**src/rtl/cal_evt_pkg.sv**
```systemverilog
package cal_evt_pkg;
  localparam int NUM_FLAGS = 5;
  localparam int ADDR_W    = 3;

  // status / mask bit positions
  localparam int FLAG_ACK = 0;
  localparam int FLAG_ALM = 1;
  localparam int FLAG_SEC = 2;
  localparam int FLAG_TIM = 3;
  localparam int FLAG_CAL = 4;

  // register addresses
  localparam logic [ADDR_W-1:0] ADDR_CTRL = 3'd0;
  localparam logic [ADDR_W-1:0] ADDR_STAT = 3'd1;
  localparam logic [ADDR_W-1:0] ADDR_CLR  = 3'd2;
  localparam logic [ADDR_W-1:0] ADDR_EN   = 3'd3;
  localparam logic [ADDR_W-1:0] ADDR_DIS  = 3'd4;
  localparam logic [ADDR_W-1:0] ADDR_MASK = 3'd5;

  typedef enum logic [1:0] {
    TSEL_MINUTE   = 2'd0,
    TSEL_HOUR     = 2'd1,
    TSEL_MIDNIGHT = 2'd2,
    TSEL_NOON     = 2'd3
  } time_sel_e;

  typedef enum logic [1:0] {
    CSEL_WEEK  = 2'd0,
    CSEL_MONTH = 2'd1,
    CSEL_YEAR  = 2'd2,
    CSEL_NONE  = 2'd3
  } cal_sel_e;

  // strobes from control to datapath
  typedef struct packed {
    logic [NUM_FLAGS-1:0] setV;
    logic [NUM_FLAGS-1:0] clrV;
    logic [NUM_FLAGS-1:0] enV;
    logic [NUM_FLAGS-1:0] disV;
  } evt_strobe_t;
endpackage

```
**src/rtl/cal_evt_ctrl.sv**
```systemverilog
module cal_evt_ctrl
  import cal_evt_pkg::*;
#(
  parameter int SEC_W   = 6,
  parameter int MIN_W   = 6,
  parameter int HOUR_W  = 5,
  parameter int WDAY_W  = 3,
  parameter int DATE_W  = 5,
  parameter int MONTH_W = 4
) (
  input  logic                 clk,
  input  logic                 rstN,
  input  logic                 secTick,
  input  logic [SEC_W-1:0]     second,
  input  logic [MIN_W-1:0]     minute,
  input  logic [HOUR_W-1:0]    hour,
  input  logic                 pmFlag,
  input  logic [WDAY_W-1:0]    weekday,
  input  logic [DATE_W-1:0]    date,
  input  logic [MONTH_W-1:0]   month,
  input  logic                 alarmPulse,
  input  logic                 ackPulse,
  input  logic                 regWrEn,
  input  logic [ADDR_W-1:0]    regAddr,
  input  logic [NUM_FLAGS-1:0] regWrData,
  output logic [NUM_FLAGS-1:0] ctrlWord,
  output evt_strobe_t          strobes
);
  localparam logic [HOUR_W-1:0]  HOUR_TWELVE = HOUR_W'(12);
  localparam logic [WDAY_W-1:0]  WDAY_MONDAY = WDAY_W'(1);
  localparam logic [DATE_W-1:0]  DATE_FIRST  = DATE_W'(1);
  localparam logic [MONTH_W-1:0] MONTH_JAN   = MONTH_W'(1);

  logic [NUM_FLAGS-1:0] ctrlQ;
  time_sel_e timeSel;
  cal_sel_e  calSel;
  logic      mode12;

  always_ff @(posedge clk) begin
    if (!rstN) ctrlQ <= '0;
    else if (regWrEn && regAddr == ADDR_CTRL) ctrlQ <= regWrData;
  end

  assign timeSel  = time_sel_e'(ctrlQ[1:0]);
  assign calSel   = cal_sel_e'(ctrlQ[3:2]);
  assign mode12   = ctrlQ[4];
  assign ctrlWord = ctrlQ;

  // boundary decode
  logic secZero, topOfHour, isMidnight, isNoon, timeHit, calHit;

  always_comb begin
    secZero   = (second == '0);
    topOfHour = secZero && (minute == '0);
    if (mode12) begin
      isMidnight = topOfHour && (hour == HOUR_TWELVE) && !pmFlag;
      isNoon     = topOfHour && (hour == HOUR_TWELVE) &&  pmFlag;
    end else begin
      isMidnight = topOfHour && (hour == '0);
      isNoon     = topOfHour && (hour == HOUR_TWELVE);
    end

    unique case (timeSel)
      TSEL_MINUTE:   timeHit = secZero;
      TSEL_HOUR:     timeHit = topOfHour;
      TSEL_MIDNIGHT: timeHit = isMidnight;
      default:       timeHit = isNoon;
    endcase

    unique case (calSel)
      CSEL_WEEK:  calHit = isMidnight && (weekday == WDAY_MONDAY);
      CSEL_MONTH: calHit = isMidnight && (date == DATE_FIRST);
      CSEL_YEAR:  calHit = isMidnight && (date == DATE_FIRST) && (month == MONTH_JAN);
      default:    calHit = 1'b0;
    endcase
  end

  always_comb begin
    strobes = '0;
    strobes.setV[FLAG_ACK] = ackPulse;
    strobes.setV[FLAG_ALM] = alarmPulse;
    strobes.setV[FLAG_SEC] = secTick;
    strobes.setV[FLAG_TIM] = secTick && timeHit;
    strobes.setV[FLAG_CAL] = secTick && calHit;
    if (regWrEn) begin
      if (regAddr == ADDR_CLR) strobes.clrV = regWrData;
      if (regAddr == ADDR_EN)  strobes.enV  = regWrData;
      if (regAddr == ADDR_DIS) strobes.disV = regWrData;
    end
  end
endmodule

```
**src/rtl/cal_evt_dp.sv**
```systemverilog
module cal_evt_dp
  import cal_evt_pkg::*;
(
  input  logic                 clk,
  input  logic                 rstN,
  input  evt_strobe_t          strobes,
  output logic [NUM_FLAGS-1:0] statusQ,
  output logic [NUM_FLAGS-1:0] maskQ,
  output logic                 irq
);
  for (genvar i = 0; i < NUM_FLAGS; i++) begin : g_flag
    always_ff @(posedge clk) begin
      if (!rstN) begin
        statusQ[i] <= 1'b0;
        maskQ[i]   <= 1'b0;
      end else begin
        // a set in the same cycle as a clear takes precedence
        statusQ[i] <= strobes.setV[i] | (statusQ[i] & ~strobes.clrV[i]);
        maskQ[i]   <= (maskQ[i] | strobes.enV[i]) & ~strobes.disV[i];
      end
    end
  end

  assign irq = |(statusQ & maskQ);
endmodule

```
**src/rtl/cal_evt_gen.sv**
```systemverilog
module cal_evt_gen
  import cal_evt_pkg::*;
#(
  parameter int SEC_W   = 6,
  parameter int MIN_W   = 6,
  parameter int HOUR_W  = 5,
  parameter int WDAY_W  = 3,
  parameter int DATE_W  = 5,
  parameter int MONTH_W = 4
) (
  input  logic                 clk,
  input  logic                 rstN,
  input  logic                 secTick,
  input  logic [SEC_W-1:0]     second,
  input  logic [MIN_W-1:0]     minute,
  input  logic [HOUR_W-1:0]    hour,
  input  logic                 pmFlag,
  input  logic [WDAY_W-1:0]    weekday,
  input  logic [DATE_W-1:0]    date,
  input  logic [MONTH_W-1:0]   month,
  input  logic                 alarmPulse,
  input  logic                 ackPulse,
  input  logic                 regWrEn,
  input  logic [ADDR_W-1:0]    regAddr,
  input  logic [NUM_FLAGS-1:0] regWrData,
  output logic [NUM_FLAGS-1:0] regRdData,
  output logic                 irq
);
  evt_strobe_t          strobes;
  logic [NUM_FLAGS-1:0] ctrlWord;
  logic [NUM_FLAGS-1:0] statusQ;
  logic [NUM_FLAGS-1:0] maskQ;

  cal_evt_ctrl #(
    .SEC_W(SEC_W), .MIN_W(MIN_W), .HOUR_W(HOUR_W),
    .WDAY_W(WDAY_W), .DATE_W(DATE_W), .MONTH_W(MONTH_W)
  ) u_ctrl (
    .clk(clk), .rstN(rstN), .secTick(secTick),
    .second(second), .minute(minute), .hour(hour), .pmFlag(pmFlag),
    .weekday(weekday), .date(date), .month(month),
    .alarmPulse(alarmPulse), .ackPulse(ackPulse),
    .regWrEn(regWrEn), .regAddr(regAddr), .regWrData(regWrData),
    .ctrlWord(ctrlWord), .strobes(strobes)
  );

  cal_evt_dp u_dp (
    .clk(clk), .rstN(rstN), .strobes(strobes),
    .statusQ(statusQ), .maskQ(maskQ), .irq(irq)
  );

  always_comb begin
    unique case (regAddr)
      ADDR_CTRL: regRdData = ctrlWord;
      ADDR_STAT: regRdData = statusQ;
      ADDR_MASK: regRdData = maskQ;
      default:   regRdData = '0;
    endcase
  end
endmodule

```
**config.mk**
```make
export PLATFORM = sky130hd
export DESIGN_NAME = cal_evt_gen
export DESIGN_NICKNAME = d
export VERILOG_FILES = /design/src/rtl/cal_evt_pkg.sv /design/src/rtl/cal_evt_ctrl.sv /design/src/rtl/cal_evt_dp.sv /design/src/rtl/cal_evt_gen.sv
export SDC_FILE = /design/constraint.sdc
export NUM_CORES = 1
export LEC_CHECK = 0
export ABC_AREA = 1
export BUFFER_PORTS_ARGS = -buffer_cell sky130_fd_sc_hd__buf_2
export CORE_MARGIN = 2
export CORE_UTILIZATION = 43
export DETAILED_ROUTE_END_ITERATION = 10
export PLACE_DENSITY_LB_ADDON = 0.3
export SETUP_SLACK_MARGIN = 0.15
export SYNTH_ARGS = -nofsm -noshare
export SYNTH_HDL_FRONTEND = slang
export SYNTH_SLANG_ARGS = --single-unit
```
**constraint.sdc**
```tcl
create_clock -name clk -period 1.1 [get_ports clk]
set_input_delay 0.11 -clock clk [delete_from_list [all_inputs] [get_ports clk]]
set_output_delay 0.11 -clock clk [all_outputs]
set_load 0.05 [all_outputs]
```
==> key figures, run 1 <==
Clock tree
  • CTS tree: yes
  • Clock-pin slew on the worst setup and hold paths: approximately 0.090 ns
  • CTS Buf Count: 3
  • Clock Latency Late Sink: slightly below 0.3 ns
  • CTS max path bufs: 2
  • CTS root buffer: clkbuf_4
  • H-Tree Depth: 1
  • CTS Hold Bufs: 0
  • Post-CTS setup buffers: 0
  • Clk sinks: 15

Place
  • Final RePlAce weighted congestion: 0.8741
  • Pre-CTS setup slack: -0.03970 ns
  • IO buf count: 49
  • DP HPWL: roughly 2.4 mm
  • DP Area: 0.001306 sq mm

Worst setup path
  • R2R Path End: u_dp.statusQ[3]
  • Crit-path max FO: 2
  • CP Class: flop to output pin
  • Reg2Reg Depth: 7
  • CP required: slightly below 1 ns
  • R2R Setup Slk: 0.02 ns
  • R2R Path Start: u_ctrl.ctrlWord[4]
  • Arr. time, crit path: 1.18 ns
  • Crit start category: flop
  • CP Capture Type: output pin

Synth
  • Most numerous cell in the Yosys netlist: nand2_1
  • Synth area leader: dfxtp_1
  • Register area share after synthesis: approximately 33%
  • Number of synthesized flops with an enable pin: 0
  • Synth unique cells: 17
  • Cell Area, Synth: 914.6 sq um
  • Synthesized area per cell: 6.138 sq um
  • Yosys reg bits: 15
  • Ys async rst share: 0%
  • Synthesized instance count: 149
  • Synth area leaders: dfxtp_1, nand2_1, nor2_1
  • Synthesized net count: 193
  • Synth warnings: 0
  • Yosys top cell area share: between 30% and 40%
  • Top FF cell, synth: dfxtp_1
  • Synth cell count leaders: nand2_1, nor2_1, dfxtp_1, inv_1, a21oi_1

Finish
  • Filler cell count: 143
  • Share of cells above drive strength 1: 50.70%
  • Diode count: 0
  • Fin area: around 0.0015 sq mm
  • Final core occ: 75.32%
  • Area Overhead vs Synth: 63.20%
  • # nets final: 258

Floorplan
  • Row count: 16
  • Std-Cell Core Area: 0.001982 sq mm
  • Area of the die: 0.002512 sq mm
  • Initial core utilization: 46.15%
  • Number of primary I/O pins: 50
  • Die width: about 50 um
  • Die Ht: 50.12 um

Route
  • Antenna viol nets, final: 0
  • DRC errors left: 0
  • Post-Route WL: 3.211 mm
  • Total number of vias: 1277
  • Iteration count of the initial detailed-routing pass: 4
  • Routed len/inst: 13.38 um
  • Initial drt markers: 21
  • Via density per instance: 5.321

GRT
  • Pin count of the biggest net entering global routing: 13
  • Total gr overflow: 0
  • Vias in the first global route: 1168
  • First-pass GRT wire length: between 4 and 5 mm
  • Initial antenna violation count: 0
  • GRT Util Overall: 24.73%

Timing
  • Setup WS post-layout: -0.1944 ns
  • Final Critical Period: between 1 and 1.5 ns
  • Worst-Margin Slew: 0.3559 ns
  • Max-slew violation count: 0
  • Final count of hold timing violations: 0
  • Slew headroom: between 70% and 80%
  • Fmax: roughly 0.77 GHz
  • Final number of setup-violating endpoints: 4
  • Period utilization: 117.7%
  • RSZ-0062 raised after global routing: true
  • Clock skew: 0.002796 ns

Power
  • Pwr dens: 818.0 mW/mm^2
  • Pleak: 0.7627 nW
  • Peak VDD IR: ~0.73 mV

Run status
  • Status: finished, violations left
  • Failing checks: setup timing

Hold path
  • Hold Path Depth: 3
  • WHS Endpoint: u_dp.statusQ[1]
  • Hold Crit Class: input pin to flop
  • Hold_sp: alarmPulse

Flow run
  • Number of max-cap violations: 0
[metrics by stage]
stage               hold slack [ns]  setup TNS (ns)  instances  total power [mW]
floorplan                    0.2440               0        149            0.7004
global placement             0.3496               0        236            0.8411
detailed placement           0.3532         -0.2652        236            0.8553
CTS                         0.04017         -0.3925        240             1.202
global route                0.05103         -0.7022        240             1.271
finish                      0.03418         -0.4045        240             1.221
[area by class of cell]
type	instances	area, sq um	share of cell area [%]
clock buffer	4	26.28	1.760
multi-input combinational	118	660.6	44.26
tap	27	33.78	2.263
timing repair buffer	61	400.4	26.82
inverter	15	56.30	3.772
sequential	15	315.3	21.12
[timing repair]
item                       4_1_cts  5_1_grt
pin swaps                        4        6
gates resized for setup         40       18
setup endpoints to repair        8        8
gates cloned                     0        0
[cell usage in the layout (no fill, tap or decap), drive strengths merged]
cell and count:
a21oi 13, a221oi 1, a31oi 5, buf 61
clkbuf 4, dfxtp 15, inv 15, nand2 43
nand3 12, nand4 2, nor2 23, nor3 3
nor4 1, o21ai 15
[state kept, by name, summed over array words and instances, names as in the netlist]
name	flops
u_ctrl.ctrlWord	5
u_dp.statusQ	5
u_dp.maskQ	5
[power breakdown]
| part | internal (mW) | switching, mW |
|---|---|---|
| combinational | 0.139 | 0.166 |
| sequential | 0.565 | 0.0188 |
| clock | 0.141 | 0.191 |
[worst max-delay path: stages (launching register included)]
cell	delay [ns]
dfxtp_2	0.34
nand2_2	0.07
nand2_2	0.05
a221oi_2	0.20
nand2_2	0.09
buf_8	0.15
[how the worst max path moves through the flow]
stage	startpoint	to	slack [ns]	cells after the start
5_1_grt	u_dp.statusQ[1]	irq	-0.25	5
2_1_floorplan	u_dp.statusQ[1]	irq	0.12	4
6_report	u_dp.statusQ[0]	irq	-0.19	5
3_5_place_dp	regAddr[2]	regRdData[0]	-0.04	7
3_3_place_gp	regAddr[2]	regRdData[3]	0.008	7
4_1_cts	u_dp.maskQ[1]	irq	-0.19	5
[cell families after synthesis]
logic type	Yosys count	synth area share [%]
AO/OA/AOI/OAI	34	19.70
flip-flops	15	32.83
AND/OR/NAND/NOR	84	40.77
buffers and inverters	16	6.702
[layer usage]
layer  up-vias  wire, um  GRT usage, %
li1        624         -             -
met2        65      1677         45.83
met5         -         0             0
met4         0        54         9.722
met3         7       235         3.636
met1       581      1243         27.75
Note: power is estimated with default switching activity, not from simulation.
==> run 2: changes to the inputs <==
--- a/config.mk
+++ b/config.mk
@@ -6,10 +6,11 @@
 export NUM_CORES = 1
 export LEC_CHECK = 0
 export ABC_AREA = 1
-export BUFFER_PORTS_ARGS = -buffer_cell sky130_fd_sc_hd__buf_2
+export BUFFER_PORTS_ARGS = -buffer_cell sky130_fd_sc_hd__buf_4
 export CORE_MARGIN = 2
 export CORE_UTILIZATION = 43
 export DETAILED_ROUTE_END_ITERATION = 10
+export HOLD_SLACK_MARGIN = 0.03
 export PLACE_DENSITY_LB_ADDON = 0.3
 export SETUP_SLACK_MARGIN = 0.15
 export SYNTH_ARGS = -nofsm -noshare
==> run 2 against run 1 <==
The run still ends with setup timing left. Clock power about the same. Fmax down 0.83%. Critical path depth unchanged. Sequential share of layout area down 0.93 points. Cell count down 1.3%. Clock skew up 0.0033 ns. Design area up 6.7%.
==> key figures, run 2 (synthesis results as in run 1) <==
Run status
  • Status: finished, violations left
  • Failing checks: setup timing

Route
  • Initial drt markers: 43
  • Antenna viol nets, final: 0
  • DRC errors left: 0
  • Via density per instance: between 5 and 6
  • Routed len/inst: 13.71 um
  • Total number of vias: 1265
  • Post-Route WL: ~3.3 mm
  • Iteration count of the initial detailed-routing pass: 4

Place
  • IO buf count: 49
  • Cell total after placement: 226
  • Final RePlAce weighted congestion: 0.8445
  • Pre-CTS setup slack: -0.04765 ns
  • DP HPWL: between 2 and 2.5 mm

Hold path
  • WHS Endpoint: u_dp.statusQ[0]
  • Hold Path Depth: 3
  • Hold Crit Class: input pin to flop
  • Hold_sp: ackPulse

Timing
  • Slew headroom: 76.99%
  • Final number of setup-violating endpoints: 6
  • Fmax: about 0.77 GHz
  • WHS: 0.04576 ns
  • RSZ-0062 raised after global routing: true
  • Worst-Margin Slew: 0.3415 ns
  • Setup TNS Final: -0.2761 ns
  • Max-slew violation count: 0
  • Final count of hold timing violations: 0
  • Final Critical Period: about 1.3 ns
  • Period utilization: 118.7%
  • Clock skew: 0.006107 ns
  • Setup WS post-layout: -0.2053 ns

Clock tree
  • Clock-pin slew on the worst setup and hold paths: 0.10 ns
  • CTS max path bufs: 2
  • Clk sinks: 15
  • CTS Hold Bufs: 0
  • CTS Buf Count: 3
  • CTS tree: yes
  • H-Tree Depth: 1
  • CTS root buffer: clkbuf_4
  • Clock Latency Late Sink: ~0.29 ns

Worst setup path
  • R2R Setup Slk: 0.01 ns
  • Arr. time, crit path: 1.20 ns
  • R2R Path End: u_dp.statusQ[3]
  • CP Class: flop to output pin
  • Reg2Reg Depth: 8
  • Crit-path max FO: 3
  • R2R Path Start: u_ctrl.ctrlWord[4]
  • Crit start category: flop
  • CP required: 0.99 ns
  • CP Capture Type: output pin

GRT
  • Pin count of the biggest net entering global routing: 13
  • Vias in the first global route: approximately 1100
  • Total gr overflow: 0
  • GRT Util Overall: 23.46%
  • First-pass GRT wire length: 4.609 mm
  • Initial antenna violation count: 0

Power
  • Total power draw: 1.257 mW
  • Peak VDD IR: 0.9300 mV
  • Pleak: 0.7946 nW
  • Pwr dens: around 800 mW/mm^2

Floorplan
  • Number of primary I/O pins: 50
  • Die width: 50.12 um
  • Row count: 16
  • Area of the die: between 0.002 and 0.003 sq mm
  • Std-Cell Core Area: 0.001982 sq mm
  • Initial core utilization: 46.15%
  • Die Ht: ~50 um

Finish
  • Non-filler cells, final: 237
  • Most frequent cells in the layout: buf_4, nand2_1, nor2_1, dfxtp_2, inv_1
  • Most common cell after layout, fill and taps aside: buf_4
  • # nets final: 255
  • Share of cells above drive strength 1: 50.48%
  • Area Overhead vs Synth: 74.15%
  • Diode count: 0

Flow run
  • Number of max-cap violations: 0
run 2: changes by cell type in the layout (fill, tap and decap cells not counted), moves of 2 or more:
cell     before  now
dfxtp_1       3    0
buf_4        12   48
nand2_2      10    7
nand2_1      30   33
dfxtp_2      12   14
buf_2        41    0
run 2: through the flow:
| stage | area, sq um | util (%) |
|---|---|---|
| 6_report | 1593 | 80.37 |
| 5_1_grt | 1593 | 80.37 |
| 4_1_cts | 1486 | 75.00 |
| 3_5_place_dp | 1354 | 68.31 |
| 3_3_place_gp | 1354 | 68.31 |
| 2_1_floorplan | 942.2 | - |
run 2: cell type report:
cell class	count	area, sq um
well taps	27	33.78
multi-input cells	118	659.4
inverters	15	58.81
clock buffers	3	22.52
repair buffers	58	491.7
fillers	147	389.1
clock inverters	1	5.005
flip-flops and latches	15	321.6
run 2: how the worst max path moves through the flow:
stage                     slack (ns)            start            to  cells past startpoint
after global placement          0.02       regAddr[2]  regRdData[3]                      5
after floorplan                 0.12  u_dp.statusQ[1]           irq                      4
final                          -0.21  u_dp.statusQ[0]           irq                      5
after detailed placement       -0.05       regAddr[2]  regRdData[2]                      5
after global routing           -0.24  u_dp.statusQ[0]           irq                      5
after CTS                      -0.19  u_dp.statusQ[0]           irq                      5
run 2: routing by layer:
metal / vias to the layer above / part of all wire, % / GRT usage [%] / wire [um]
li1: 621 / - / - / -
met1: 570 / 37 / 27.20 / 1198
met2: 62 / 52 / 44.08 / 1681
met3: 12 / 8.6 / 3.636 / 279
met4: 0 / 2.8 / 5.556 / 91
met5: - / 0 / 0 / 0
run 2: power breakdown:
part / internal, mW / switching (mW)
clock network: 0.135 / 0.199
registers: 0.564 / 0.0176
logic: 0.176 / 0.166
total: 0.875 / 0.382
run 2: critical path, cell delays in order (launching register included):
cell and delay (ns):
dfxtp_2 0.35, nand2_1 0.06, nand2_1 0.07, a221oi_2 0.20, nand2_2 0.07, buf_6 0.16
run 2: repair_timing:
| item | 4_1_cts | 5_1_grt |
|---|---|---|
| resized for setup | 36 | 20 |
| hold endpoints to repair | 0 | 0 |
| pin swaps | 9 | 14 |
| setup buffers | 2 | 5 |
| setup endpoints to repair | 8 | 10 |
==> run 3: changes to the inputs <==
--- a/config.mk
+++ b/config.mk
@@ -12,6 +12,7 @@
 export DETAILED_ROUTE_END_ITERATION = 10
 export HOLD_SLACK_MARGIN = 0.03
 export PLACE_DENSITY_LB_ADDON = 0.3
+export RECOVER_POWER = 50
 export SETUP_SLACK_MARGIN = 0.15
 export SYNTH_ARGS = -nofsm -noshare
 export SYNTH_HDL_FRONTEND = slang
==> constraint.sdc (replaced) <==
create_clock -name clk -period 1.27 [get_ports clk]
set_input_delay 0.127 -clock clk [delete_from_list [all_inputs] [get_ports clk]]
set_output_delay 0.127 -clock clk [all_outputs]
set_load 0.05 [all_outputs]
==> run 3 against run 2 <==
The flow still finishes with violations (setup timing). Via count rose by 1.4%. Die area did not move. Flip-flop and latch count did not move.
==> key figures, run 3 (synthesis results as in run 1) <==
Run status
  • Status: finished, violations left
  • Failing checks: setup timing

Route
  • Top Layer Used: met4
  • Total number of vias: 1283
  • Via density per instance: 5.460
  • Post-Route WL: ~3.3 mm
  • WL met1: between 1 and 1.5 mm
  • Initial drt markers: just under 70
  • Antenna viol nets, final: 0
  • DRC errors left: 0
  • Met3 WL: 320 um
  • Iteration count of the initial detailed-routing pass: 4
  • Routed len/inst: 13.95 um
  • Met2 WL: approximately 1.6 mm

Clock tree
  • Clock Latency Late Sink: 0.30 ns
  • CTS tree: yes
  • CTS root buffer: clkbuf_4
  • CTS Hold Bufs: 0
  • CTS max path bufs: 2
  • Clk sinks: 15
  • CTS Buf Count: 3
  • H-Tree Depth: 1
  • Clock-pin slew on the worst setup and hold paths: 0.10 ns

Timing
  • Final count of hold timing violations: 0
  • WHS: 0.05201 ns
  • Clock skew: roughly 0.0032 ns
  • Period utilization: 105.2%
  • Worst-Margin Slew: 0.5522 ns
  • Setup WS post-layout: -0.06558 ns
  • Fmax: 0.7487 GHz
  • Final Critical Period: ~1.3 ns
  • Slew headroom: a little over three fifths
  • RSZ-0062 raised after global routing: true
  • Max-slew violation count: 0
  • Final number of setup-violating endpoints: 3

Floorplan
  • Die width: 50.12 um
  • Die Ht: 50.12 um
  • Std-Cell Core Area: approximately 0.002 sq mm
  • Row count: 16
  • Area of the die: 0.002512 sq mm
  • Initial core utilization: 46.15%
  • Number of primary I/O pins: 50

Finish
  • Most frequent cells in the layout: buf_4, nand2_1, nor2_1, inv_1
  • # nets final: 253
  • Filler cell count: 125
  • Most common cell after layout, fill and taps aside: buf_4
  • Fin area: between 0.0015 and 0.002 sq mm
  • Share of cells above drive strength 1: around 47%
  • Area Overhead vs Synth: 71.82%
  • Non-filler cells, final: roughly 240
  • Diode count: 0
  • Final core occ: 79.29%

Power
  • Pleak: 0.7453 nW
  • Peak VDD IR: 0.7084 mV
  • Pwr dens: between 600 and 700 mW/mm^2

GRT
  • GRT Util Overall: 24.51%
  • Vias in the first global route: ~1200
  • Initial antenna violation count: 0
  • First-pass GRT wire length: 4.719 mm
  • Pin count of the biggest net entering global routing: 13
  • Total gr overflow: 0

Worst setup path
  • Crit start category: flop
  • CP max-delay cell: dfxtp_2
  • Arr. time, crit path: 1.21 ns
  • Buf/Inv on CP: 1
  • Critical path cell sequence: nand2_2 > nand2_2 > a221oi_2 > nand2_1 > buf_6
  • R2R Path Start: u_ctrl.ctrlWord[3]
  • Crit-path max FO: 2
  • Crit path top cell by count: nand2_2
  • CP required: 1.14 ns
  • CP peak stage delay: 0.34 ns
  • Critical Path Source: u_dp.statusQ[1]
  • Delay-heaviest family, CP: flip-flops
  • CP Class: flop to output pin
  • CP Capture Type: output pin

Flow run
  • Number of max-cap violations: 0

Place
  • IO buf count: 49
  • DP HPWL: 2.225 mm
  • Final RePlAce weighted congestion: between 0.8 and 0.9
  • Pre-CTS setup slack: roughly 0.095 ns
  • DP Area: 0.001311 sq mm
  • Cell total after placement: 224

Hold path
  • Hold Crit Class: input pin to flop
  • Hold_sp: alarmPulse
## run 3: worst register-to-register path, delay by kind of cell (launching register included)
kind	cells	cell delay (ns)
AO/OA/AOI/OAI	2	0.22
buffers and inverters	1	0.05
flip-flops	1	0.36
AND/OR/NAND/NOR	5	0.39
## run 3: area by class of cell
type | instances | area, sq um | area share, %
flip-flops and latches | 15 | 316.6 | 20.14
well taps | 27 | 33.78 | 2.150
inverters | 15 | 62.56 | 3.981
repair buffers | 56 | 485.5 | 30.89
multi-input cells | 118 | 646.9 | 41.16
clock buffers | 4 | 26.28 | 1.672
## run 3: stage by stage
step	setup TNS (ns)	power, mW
3_3_place_gp	0	0.7433
2_1_floorplan	0	0.6048
5_1_grt	-0.3200	1.131
6_report	-0.08614	1.094
4_1_cts	-0.02096	1.048
3_5_place_dp	0	0.7516
## run 3: what timing repair did
action                                 4_1_cts  5_1_grt
pin swaps                                    5       12
endpoints found under the hold margin        0        0
resized for setup                           26       32
buffers inserted                             5        2
setup endpoints to repair                    6        8
## run 3: power breakdown
group	switching [mW]	total (mW)	leakage, nW	internal [mW]
Clock	0.173	0.295	0.0150	0.123
Sequential	0.0159	0.504	0.127	0.488
Combinational	0.144	0.295	0.603	0.151
Total	0.333	1.09	0.745	0.761
## run 3: path summary, 6_finish.rpt
kind,end,slack (ns),depth (start not counted)
worst min register to register,u_ctrl.ctrlWord[3],0.49,2
worst max register to register,u_dp.statusQ[4],0.19,8
worst max-delay path,irq,-0.07,5
worst min-delay path,u_dp.statusQ[1],0.05,3
## run 3: routing by layer
metal / global-route usage (%) / vias up
li1: - / 614
met2: 41.89 / 66
met5: 0 / -
met4: 12.96 / 0
met1: 28.04 / 596
met3: 5.455 / 7
